<file path="config.mk">
export PLATFORM = sky130hd
export DESIGN_NAME = io_commit_buffer
export DESIGN_NICKNAME = d
export VERILOG_FILES = /design/src/rtl/io_commit_buffer.sv
export SDC_FILE = /design/constraint.sdc
export NUM_CORES = 1
export LEC_CHECK = 0
export ABC_CLOCK_PERIOD_IN_PS = 6250
export BUFFER_PORTS_ARGS = -buffer_cell sky130_fd_sc_hd__buf_2
export CAP_MARGIN = 20
export CELL_PAD_IN_SITES_DETAIL_PLACEMENT = 1
export CELL_PAD_IN_SITES_GLOBAL_PLACEMENT = 2
export CORE_AREA = 2 2 237 192
export CTS_CLUSTER_DIAMETER = 40
export DETAILED_ROUTE_END_ITERATION = 8
export DIE_AREA = 0 0 239 194
export PLACE_DENSITY = 0.92
export SLEW_MARGIN = 5
export SYNTH_ARGS = -nofsm -noshare
export SYNTH_HDL_FRONTEND = slang
export SYNTH_SLANG_ARGS = --single-unit
</file>
<file path="constraint.sdc">
create_clock -name clk -period 6.25 [get_ports clk]
set_input_delay 0.3125 -clock clk [delete_from_list [all_inputs] [get_ports clk]]
set_output_delay 0.3125 -clock clk [all_outputs]
set_load 0.05 [all_outputs]
</file>
<file path="src/rtl/io_commit_buffer.sv">
module io_commit_buffer #(
  parameter int AW    = 8,
  parameter int DW    = 16,
  parameter int DEPTH = 16
) (
  input  logic          clk,
  input  logic          rst_n,
  input  logic          st_valid,
  output logic          st_ready,
  input  logic [AW-1:0] st_addr,
  input  logic [DW-1:0] st_data,
  input  logic          ckpt,
  input  logic          fault,
  input  logic          restored,
  output logic          dev_valid,
  input  logic          dev_ready,
  output logic [AW-1:0] dev_addr,
  output logic [DW-1:0] dev_data,
  output logic          ecc_fatal
);

  function automatic int parity_bits(input int k);
    int r;
    r = 1;
    while ((1 << r) < k + r + 1) r++;
    return r;
  endfunction

  localparam int K  = AW + DW;
  localparam int R  = parity_bits(K);
  localparam int N  = K + R + 1;
  localparam int IW = $clog2(DEPTH);
  localparam int PW = IW + 1;
  localparam logic [PW-1:0] FULLV = PW'(DEPTH);

  function automatic logic [N-1:0] ecc_enc(input logic [K-1:0] d);
    logic [N-1:0] c;
    int j;
    c = '0;
    j = 0;
    for (int p = 1; p < N; p++)
      if ((p & (p - 1)) != 0) begin
        c[p] = d[j];
        j++;
      end
    for (int b = 0; b < R; b++) begin
      logic x;
      x = 1'b0;
      for (int p = 1; p < N; p++)
        if (((p >> b) & 1) == 1) x ^= c[p];
      c[1 << b] = x;
    end
    c[0] = ^c[N-1:1];
    return c;
  endfunction

  function automatic logic [K:0] ecc_dec(input logic [N-1:0] cw);
    logic [N-1:0] c;
    logic [K-1:0] d;
    logic op;
    int s;
    int j;
    c = cw;
    d = '0;
    s = 0;
    for (int b = 0; b < R; b++) begin
      logic x;
      x = 1'b0;
      for (int p = 1; p < N; p++)
        if (((p >> b) & 1) == 1) x ^= c[p];
      if (x) s = s | (1 << b);
    end
    op = ^c;
    if (s != 0 && op && s < N) c[s] = ~c[s];
    j = 0;
    for (int p = 1; p < N; p++)
      if ((p & (p - 1)) != 0) begin
        d[j] = c[p];
        j++;
      end
    return {(s != 0) && (!op || s >= N), d};
  endfunction

  logic [N-1:0]  mem [DEPTH];
  logic [PW-1:0] head_q, snd_q, cmt_q, tail_q;
  logic          hold_q;
  logic [PW-1:0] occ, sent_n, cmt_n;
  logic [K:0]    rd;
  logic          push, kill, take, rest, fire, pending;

  assign occ    = tail_q - head_q;
  assign sent_n = snd_q - head_q;
  assign cmt_n  = cmt_q - head_q;

  assign st_ready = (occ != FULLV);
  assign push     = st_valid && st_ready;
  assign kill     = fault && !hold_q;
  assign take     = ckpt && !hold_q && !fault;
  assign rest     = restored && hold_q;

  assign rd        = ecc_dec(mem[snd_q[IW-1:0]]);
  assign pending   = (snd_q != cmt_q);
  assign ecc_fatal = pending && rd[K];
  assign dev_valid = !hold_q && pending && !rd[K];
  assign {dev_addr, dev_data} = rd[K-1:0];
  assign fire      = dev_valid && dev_ready;

  always_ff @(posedge clk)
    if (push) mem[tail_q[IW-1:0]] <= ecc_enc({st_addr, st_data});

  always_ff @(posedge clk or negedge rst_n) begin
    if (!rst_n) begin
      head_q <= '0;
      snd_q  <= '0;
      cmt_q  <= '0;
      tail_q <= '0;
      hold_q <= 1'b0;
    end else begin
      if (rest) begin
        snd_q  <= head_q;
        hold_q <= 1'b0;
      end else if (fire) begin
        snd_q <= snd_q + 1'b1;
      end
      if (kill) begin
        tail_q <= cmt_q;
        hold_q <= 1'b1;
      end else begin
        if (push) tail_q <= tail_q + 1'b1;
        if (take) begin
          head_q <= fire ? snd_q + 1'b1 : snd_q;
          cmt_q  <= push ? tail_q + 1'b1 : tail_q;
        end
      end
    end
  end


  occupancy_chk: assert property (@(posedge clk) disable iff (!rst_n)
    occ <= FULLV);


  ptr_order_chk: assert property (@(posedge clk) disable iff (!rst_n)
    sent_n <= cmt_n && cmt_n <= occ);


  drop_spec_chk: assert property (@(posedge clk) disable iff (!rst_n)
    kill |=> (tail_q == $past(cmt_q)) && !dev_valid);


  fault_wins_chk: assert property (@(posedge clk) disable iff (!rst_n)
    (fault && ckpt && !hold_q) |=> cmt_q == $past(cmt_q));


  replay_start_chk: assert property (@(posedge clk) disable iff (!rst_n)
    rest |=> (snd_q == $past(head_q)) && !hold_q);


  quiet_hold_chk: assert property (@(posedge clk) disable iff (!rst_n)
    hold_q |-> !dev_valid);


  stall_stable_chk: assert property (@(posedge clk) disable iff (!rst_n)
    (dev_valid && !dev_ready && !fault) |=>
      dev_valid && $stable(dev_addr) && $stable(dev_data));


  fatal_block_chk: assert property (@(posedge clk) disable iff (!rst_n)
    ecc_fatal |-> !dev_valid);

endmodule

</file>
Word level (Yosys, flattened, before mapping)
Memory sizes are Yosys's and may differ from the RTL's.
Index checks and enable logic that the tools add are counted.
{"block": "classes", "addsub": 25, "order_cmp": 27, "eq_ne": 2, "n_mux": 202, "bitwise_logic": 133, "reduce_logical": 23}
{"cell": "$lt A32 B7 Y1 const B", "n": 23}
{"cell": "$mux W32", "n": 23}
{"cell": "$add A32 B2 Y32 const B", "n": 22}
{"cell": "$mux W1", "n": 144}
{"cell": "$xor A1 B1 Y1", "n": 131}
{"cell": "$bmux W1 S5", "n": 24}
{"cell": "$reduce_bool A32 Y1", "n": 1}
{"cell": "$bwmux W30", "n": 1}
{"cell": "$mux W30", "n": 1}
{"cell": "$reduce_xor A30 Y1", "n": 1}
{"cell": "$reduce_xor A29 Y1", "n": 1}
{"cell": "$mux W5", "n": 5}
{"cell": "$logic_and A1 B1 Y1", "n": 13}
{"cell": "$add A5 B1 Y5 const B", "n": 2}
{"cell": "$lt A5 B6 Y1 const B", "n": 1}
{"cell": "$demux W1 S5", "n": 1}
{"cell": "$ge A5 B1 Y1 const B", "n": 1}
{"cell": "$ge A5 B5 Y1 const B", "n": 1}
{"cell": "$lt A5 B5 Y1 const B", "n": 1}
{"cell": "$ne A5 B5 Y1", "n": 1}
{"cell": "$ne A5 B5 Y1 const B", "n": 1}
{"cell": "$sub A5 B5 Y5", "n": 1}
{"cell": "$logic_not A1 Y1", "n": 4}
{"cell": "$mux W4", "n": 1}
{"cell": "6 further kinds", "n": 7}
{"block": "totals", "reg_bits": 21, "ram_bits": 480, "output_inout_bits": 27, "wordCells": 418, "mem_count": 1}
{"memory": "mem", "words": 16, "word_bits": 30, "read_ports": 1, "rd_clocked_by_memory_dff": 0, "wr": 1, "line_no": "84", "source": "logic [N-1:0] mem [DEPTH];"}

Logic depth before layout (Yosys ltp)
Gate-level depths: netlist (run 1).
{"block": "logic_depth", "depth_word": 55, "ltp_mapped": 18, "depth_no_buf": 13}

Worst setup path before layout (run 1)
OpenSTA, ideal clock, no wires.
{"block": "synth_path", "kind": "reg-to-output", "startpoint": "reg snd_q[2]", "endpoint": "out dev_addr[7]", "arrival_time_ns": 4.793, "t_required_ns": 5.938, "setup_slack_ns": 1.144, "path_stages_with_launch": 17, "path_buffers": 5, "cell_sequence": "dfrtp_1 buf_4 buf_6 buf_2 buf_2 buf_2 mux4_2 mux2i_1 xor2_1 xnor2_1 mux2i_1 xnor2_1 xnor3_2 mux4_2 nor3_1 nor4_2 o31ai_1"}
{"block": "synth_between", "elab_chain_cells": 26, "word_cells_on_any_way": 88}
{"item": "start, declared", "line_no": "85", "source": "logic [PW-1:0] head_q, snd_q, cmt_q, tail_q;"}
{"item": "start signal, assigned", "line_no": "120", "source": "snd_q <= head_q;"}
{"item": "start signal, assigned", "line_no": "123", "source": "snd_q <= snd_q + 1'b1;"}
{"item": "$mem_v2 Z16 W30 (*)"}
{"item": "$xor A1 B1 Y1 (14 in series)", "line_no": "70", "source": "if (((p >> b) & 1) == 1) x ^= c[p];"}
{"item": "$mux W1", "line_no": "71", "source": "if (x) s = s | (1 << b);"}
{"item": "$mux W2", "line_no": "71"}
{"item": "$mux W3", "line_no": "71"}
{"item": "$mux W4", "line_no": "71"}
{"item": "$mux W5", "line_no": "71"}
{"item": "$lt A5 B6 Y1 (implied by the code), or another cell as far along", "line_no": "74", "source": "if (s != 0 && op && s < N) c[s] = ~c[s];"}
{"item": "$logic_and A1 B1 Y1 (implied by the code) / $mux W1 (equally long branches)", "line_no": "74"}
{"item": "$mux W1 (implied by the code)", "line_no": "74"}
{"item": "$demux W1 S5 / $not A1 Y1 (equally long branches)", "line_no": "74"}
{"item": "$bwmux W30", "line_no": "74"}
{"item": "$mux W30 (*)", "line_no": "74"}
{"item": "end, declared", "line_no": "17", "source": "output logic [AW-1:0] dev_addr,"}
Mark *: on every way between the ends. The rest lies on a longest branch, timed or not. The select of a mux whose other input is x is not followed.

Worst setup path after layout (run 1)
{"block": "layout_path", "startpoint": "reg snd_q[1]", "endpoint": "out dev_addr[7]"}
Same word-level chain as after synthesis.

==> summary.md, run 1 <==
| Metric | Value |
|---|---|
| Share of layout cells above drive strength 1 | `0.241` |
| Synthesized area per cell | `17.7 um^2` |
| First-pass GRT wire length | `91300 um` |
| TritonCTS clock tree | `done` |
| CP Depth | `13` |
| CP cell instances | `buf_12 > buf_12 > mux4_2 > a221oi_2 > xnor3_2 > xnor2_4 > xnor2_2 > or3b_2 > and2_1 > a211oi_1 > nor4_4 > o31ai_1 > buf_2` |
| Grt total ovfl | `0` |
| Layer with the highest usage | `met2` |
| WP data required | `5.94 ns` |
| Met3 Usage GRT | `0.0456` |
| DR WL/cell | `31.2 um` |
| Setup CP Type | `reg -> out` |
| Fraction of registers with async set/reset | `0.0419` |
| Worst Skew | `0.0350 ns` |
| Dpl hpwl | `37600 um` |
| Final WL | `62400 um` |
| Root buffer cell | `clkbuf_16` |
| Initial antenna violation count | `1` |
| Number of global-route vias before repair | `13300` |
| Post-synth EDFFs | `480` |
| M2 GR Usage | `0.427` |
| CP Capture Type | `primary output` |
| Hold depth | `1` |
| First DRT Iteration DRCs | `1412` |
| I/O Pins | `58` |
| Ys Warns | `0` |
| Worst min path class | `in -> reg` |
| Syn Nets | `1315` |
| Synth Instances | `1275` |
| CP Launch Type | `flop` |
| Area grow syn2layout | `13.4%` |
| Port Buffers | `57` |
| RSZ-0062 raised after global routing | `no` |
| Clock Path Buffers | `3` |
| Main synth FF type | `edfxtp_1` |
| Slew Limit Fails | `0` |
| Netlist Area Pre-Place | `22600 um^2` |
| DRC Markers | `0` |
| Critical Path AT | `5.70 ns` |
| Worst-Skew Late Latency | `0.63 ns` |
| Period utilisation layout | `0.963` |
| Crit Path Max Fanout | `20` |
| Via density | `6.36` |
| CTS clock-pin slew for the worst setup and hold paths | `0.06 ns` |
| Post-synthesis sequential area ratio | `0.660` |
| Largest net degree at the start of global routing | `68` |
| Initial Util | `0.514` |
| Largest stage delay, worst path | `0.68 ns` |
| Top cell by count, worst path | `buf_12` |
| Clock tree sinks | `501` |
| Yosys reg bits | `501` |
| Row count | `69` |
| Slowest-stage cell, CP | `dfrtp_4` |
| GRT Overall Usage | `0.273` |
| Layout Nets | `1428` |
| Setup TNS | `0 ns` |
| Fmax | `0.166 GHz` |
| Number of CTS-inserted buffers | `58` |
| Min Tclk post-route | `6.02 ns` |
| Leading cell types in the layout, fill and taps excluded | `edfxtp_1 (480), mux2i_1 (109), mux4_2 (104)` |
| Antenna cells | `0` |
| Most common cell after layout, fill and taps aside | `edfxtp_1` |
| Reg2Reg Setup Slack | `1.19 ns` |
| Placer Congestion | `0.837` |
| Status | `complete, no violations` |
| First-pass DRT Iterations | `5` |
| Kind of cell adding the most delay to the critical path | `compound AO/OA/AOI/OAI gates` |
| Final setup vio count | `0` |
| Die Wd | `239 um` |
| CP bufs+invs | `3` |
| Slew @ Worst Pin | `0.946 ns` |
| Post-synth cell types | `69` |
| Max-slew headroom | `0.369` |
| Post-route ant nets | `0` |
| H-tree depth | `2` |
| Die height | `194 um` |
| R2R cell count | `12` |
| Die Area | `46400 um^2` |
| Final Hold Vio Count | `0` |
| Vias | `12700` |
| Met1 Use GR | `0.401` |
| Maxcap violations | `0` |
| Core area | `44000 um^2` |
## synth_stat cells (2+ instances only)
| master | count | area share |
|---|---|---|
| buf_8 | 3 | 0.0020 |
| buf_4 | 11 | 0.0037 |
| nor3_1 | 12 | 0.0027 |
| clkbuf_1 | 12 | 0.0020 |
| mux4_1 | 7 | 0.0081 |
| xnor3_1 | 5 | 0.0050 |
| mux2i_2 | 2 | 0.0012 |
| buf_6 | 12 | 0.0060 |
| a31oi_1 | 13 | 0.0036 |
| and3_1 | 12 | 0.0033 |
| mux2_2 | 4 | 0.0020 |
| nand2b_1 | 8 | 0.0022 |
| mux2i_1 | 109 | 0.048 |
| nor2b_1 | 10 | 0.0028 |
| edfxtp_1 | 480 | 0.64 |
| a22o_1 | 5 | 0.0019 |
| a22oi_1 | 25 | 0.0083 |
| or3_1 | 2 | 0.00055 |
| o31ai_1 | 2 | 0.00066 |
| o211ai_1 | 6 | 0.0020 |
| or2_2 | 2 | 0.00055 |
| nand3_1 | 17 | 0.0038 |
| buf_1 | 7 | 0.0012 |
| nand3b_1 | 2 | 0.00066 |
| xor2_1 | 62 | 0.024 |
| a221oi_2 | 3 | 0.0020 |
| xnor2_2 | 2 | 0.0014 |
| inv_1 | 13 | 0.0022 |
| o21ai_0 | 11 | 0.0024 |
| nand4_1 | 2 | 0.00055 |
| xnor3_2 | 2 | 0.0021 |
| nand2_1 | 40 | 0.0066 |
| mux4_2 | 104 | 0.10 |
| and2_1 | 24 | 0.0066 |
| ha_1 | 9 | 0.0050 |
| xor3_1 | 2 | 0.0021 |
| nor2_1 | 38 | 0.0063 |
| buf_2 | 9 | 0.0020 |
| o22ai_1 | 8 | 0.0022 |
| xnor2_1 | 101 | 0.039 |
| a21oi_1 | 29 | 0.0064 |
| dfrtp_1 | 21 | 0.023 |
## per-stage QoR
| stage | setup slack (ns) | util | cells | cell area [um^2] | hold WS [ns] |
|---|---|---|---|---|---|
| after floorplan | 1.14 | - | 1275 | 22600 | 0.0169 |
| after global placement | 0.954 | 0.537 | 1888 | 23700 | 0.313 |
| after detailed placement | 0.866 | 0.537 | 1888 | 23700 | 0.321 |
| after CTS | 0.205 | 0.580 | 1996 | 25500 | 0.0738 |
| after global routing | 0.0432 | 0.582 | 2001 | 25600 | 0.0982 |
| final | 0.234 | 0.582 | 2001 | 25600 | 0.0929 |
## final cells by class
class / instances / area [um^2]
Timing Repair Buffer: 108 / 796
Inverter: 14 / 52.6
Sequential cell: 501 / 15000
Tap cell: 568 / 711
Multi-Input combinational cell: 705 / 7300
Clock buffer: 69 / 1510
Fill cell: 3889 / 18400
Clock inverter: 36 / 325
## what timing repair did
item                                    in CTS  in global routing
buffers inserted                             0                  1
hold buffers                                 3                  0
gates resized for setup                      0                  3
hold endpoints to repair                    22                  0
endpoints found under the setup margin       0                 12
## metal layers
metal	part of all wire	up-vias
li1	-	5286
met1	0.42	6721
met2	0.47	615
met3	0.079	112
met4	0.025	2
met5	0.00021	-
## worst reg2reg max path, cell delays in order, from the launching register on
cell and delay, ns:
dfrtp_4 0.68, buf_12 0.27, buf_12 0.21, mux4_2 0.56, a221oi_2 0.54, xnor3_2 0.51, xnor2_4 0.18, xnor2_2 0.23
or3_4 0.47, a2111oi_4 0.46, o2111ai_2 0.25, or3_1 0.43, a31oi_1 0.19
## path summary, 6_finish.rpt
path,startpoint,endpoint
worst max-delay path,snd_q[1],dev_addr[7]
max in group asynchronous,rst_n,snd_q[1]
min in group asynchronous,rst_n,snd_q[2]
worst min-delay path,st_addr[2],mem[13][24]
worst min register to register,head_q[2],head_q[2]
worst max register to register,snd_q[1],snd_q[3]
## logic make-up after synthesis
| logic type | after synthesis | synth area share |
|---|---|---|
| multiplexers | 228 | 0.164 |
| buffers and inverters | 69 | 0.0193 |
| AND/OR/NAND/NOR | 180 | 0.0412 |
| adder cells (fa/ha/maj) | 9 | 0.00498 |
| flip-flops | 501 | 0.660 |
| XOR/XNOR | 175 | 0.0749 |
| AO/OA/AOI/OAI | 113 | 0.0350 |
## state kept, by name, summed over array words and instances, names as in the netlist
signal,cells
mem,480
tail_q,5
hold_q,1
snd_q,5
head_q,5
cmt_q,5
Power of run 1 is left out: the tool's default activity adds up to more than one toggle a clock period on the data nets, which glitch-free logic cannot reach.
==> run 2, diff against run 1 <==
--- a/config.mk
+++ b/config.mk
@@ -12,8 +12,10 @@
 export CELL_PAD_IN_SITES_GLOBAL_PLACEMENT = 2
 export CORE_AREA = 2 2 237 192
 export CTS_CLUSTER_DIAMETER = 40
+export CTS_CLUSTER_SIZE = 30
 export DETAILED_ROUTE_END_ITERATION = 8
 export DIE_AREA = 0 0 239 194
+export MAX_ROUTING_LAYER = met4
 export PLACE_DENSITY = 0.92
 export SLEW_MARGIN = 5
 export SYNTH_ARGS = -nofsm -noshare
==> constraint.sdc (replaced) <==
create_clock -name clk -period 6.25 [get_ports clk]
set_input_delay 0.625 -clock clk [delete_from_list [all_inputs] [get_ports clk]]
set_output_delay 0.625 -clock clk [all_outputs]
set_load 0.05 [all_outputs]
==> summary.md, run 2 (synthesized netlist as in run 1, its figures left out) <==
| Metric | Value |
|---|---|
| Initial Util | `0.514 (unchanged)` |
| Met3 wire length | `4320 um (-13%)` |
| Fill cell total of the finished layout | `3854 (-0.90%)` |
| Post-Layout Cell Count | `2019 (+0.90%)` |
| CP Launch Type | `flop` |
| Placer Congestion | `0.888 (+6.1%)` |
| Die Wd | `239 um (unchanged)` |
| Design Area, Final | `26100 um^2 (+1.7%)` |
| Slowest-stage cell, CP | `nor2_1` |
| Final Hold Vio Count | `0 (unchanged)` |
| Root buffer cell | `clkbuf_16` |
| Kind of cell adding the most delay to the critical path | `simple AND/OR/NAND/NOR gates` |
| Largest stage delay, worst path | `0.67 ns (about the same)` |
| Number of flip-flops in the largest register | `480 (unchanged)` |
| Top routing layer in use | `met4` |
| Die Area | `46400 um^2 (unchanged)` |
| Antenna cells | `0 (unchanged)` |
| CP Capture Type | `primary output` |
| Clock Path Buffers | `3 (unchanged)` |
| Leading cell types in the layout, fill and taps excluded | `edfxtp_1 (480), mux2i_1 (109), mux4_2 (104)` |
| Grt total ovfl | `0 (unchanged)` |
| Top cell by count, worst path | `xnor3_1` |
| DR WL/cell | `31.0 um (-0.68%)` |
| Register area | `15000 um^2 (about the same)` |
| Via density | `6.33 (-0.60%)` |
| Largest net degree at the start of global routing | `44 (-35%)` |
| Period utilisation layout | `0.969 (+0.00643)` |
| Setup TNS | `0 ns (unchanged)` |
| Number of global-route vias before repair | `13400 (+0.27%)` |
| Slew Limit Fails | `0 (unchanged)` |
| Status | `complete, no violations` |
| CP bufs+invs | `2 (-1)` |
| Worst Skew | `0.0259 ns (-0.00910 ns)` |
| DRC Markers | `0 (unchanged)` |
| Number of CTS-inserted buffers | `56 (-3.4%)` |
| Placed insts | `1891 (+0.16%)` |
| M1 WL | `26400 um (about the same)` |
| Final setup vio count | `0 (unchanged)` |
| Max-slew headroom | `0.402 (+0.0327)` |
| WP data required | `5.62 ns (-0.32 ns)` |
| Layout Nets | `1443 (+1.1%)` |
| Met2 wire length | `30300 um (+3.0%)` |
| Initial antenna violation count | `0 (-1)` |
| Post-route ant nets | `0 (unchanged)` |
| Vias | `12800 (+0.30%)` |
| Post-DP Area | `23700 um^2 (about the same)` |
| Min Tclk post-route | `6.06 ns (+0.0402 ns)` |
| Area grow syn2layout | `15.3%` |
| Crit Path Max Fanout | `12 (-40%)` |
| Most common cell after layout, fill and taps aside | `edfxtp_1` |
| Row count | `69 (unchanged)` |
| Clock tree sinks | `501 (unchanged)` |
| Fmax | `0.165 GHz (-0.66%)` |
| RSZ-0062 raised after global routing | `no` |
| First DRT Iteration DRCs | `1382 (-2.1%)` |
| Worst-Skew Late Latency | `0.63 ns (about the same)` |
| Worst hold margin | `0.281 ns (+0.189 ns)` |
| I/O Pins | `58 (unchanged)` |
| Setup CP Type | `reg -> out` |
| Dpl hpwl | `37400 um (-0.53%)` |
| H-tree depth | `2 (unchanged)` |
| Core area | `44000 um^2 (unchanged)` |
| Worst min path class | `in -> reg` |
| TritonCTS clock tree | `done` |
| Reg2Reg Setup Slack | `1.42 ns (+0.23 ns)` |
| Slew @ Worst Pin | `0.894 ns (-0.0523 ns)` |
| Maxcap violations | `0 (unchanged)` |
| Area of the multi-input gates | `7300 um^2 (+0.12%)` |
| First-pass GRT wire length | `90400 um (-1.0%)` |
| Share of layout cells above drive strength 1 | `0.264 (+0.0232)` |
| CP cell instances | `buf_12 > nor2_1 > a22oi_1 > nand2_1 > mux2i_1 > xnor3_1 > xnor3_1 > or3b_2 > and2_1 > a211oi_1 > nor4_4 > o31ai_1 > buf_2` |
| First-pass DRT Iterations | `5 (unchanged)` |
| GRT Overall Usage | `0.280 (+0.00609)` |
| Critical Path AT | `5.43 ns (-0.27 ns)` |
| Port Buffers | `57 (unchanged)` |
| Final WL | `62500 um (+0.21%)` |
| Die height | `194 um (unchanged)` |
| CTS clock-pin slew for the worst setup and hold paths | `0.06 ns (about the same)` |
## run 2: path summary, 6_finish.rpt
| path | start | endpoint | cells past startpoint |
|---|---|---|---|
| min | fault | hold_q | 3 |
| max reg2reg | snd_q[1] | snd_q[3] | 12 |
| max | snd_q[1] | dev_addr[7] | 13 |
| min reg2reg | head_q[2] | snd_q[2] | 2 |
| min in group asynchronous | rst_n | cmt_q[1] | 2 |
| max in group asynchronous | rst_n | snd_q[2] | 2 |
## run 2: worst register-to-register path, stage by stage, from the launching register on
cell and delay [ns]:
dfrtp_4 0.63, buf_12 0.19, nor2_1 0.67, a22oi_1 0.21
nand2_1 0.21, mux2i_1 0.18, xnor3_1 0.43, xnor3_1 0.52
or3_4 0.45, a2111oi_4 0.44, o2111ai_2 0.24, or3_1 0.42
a31oi_1 0.17
## run 2: final cells by class
type	instances	area share
flip-flops and latches	501	0.573
multi-input cells	705	0.280
clock buffers	60	0.0560
repair buffers	125	0.0384
well taps	568	0.0273
clock inverters	46	0.0227
inverters	14	0.00202
## run 2: repair_timing
item,4_1_cts,5_1_grt
hold endpoints to repair,21,0
setup buffers,2,12
hold buffers,1,0
resized for setup,0,5
endpoints found under the setup margin,8,22
## run 2: routing by layer
| layer | track usage | vias up |
|---|---|---|
| met5 | - | - |
| met4 | 0.0801 | 0 |
| li1 | - | 5327 |
| met3 | 0.0382 | 102 |
| met1 | 0.388 | 6814 |
| met2 | 0.437 | 531 |
## run 2: per-stage QoR
stage | utilization | setup WS [ns]
2_1_floorplan | - | 0.832
3_3_place_gp | 0.537 | 0.725
3_5_place_dp | 0.538 | 0.632
4_1_cts | 0.585 | 0.154
5_1_grt | 0.592 | 0.0330
6_report | 0.592 | 0.193
Power of run 2 is left out for the same reason.
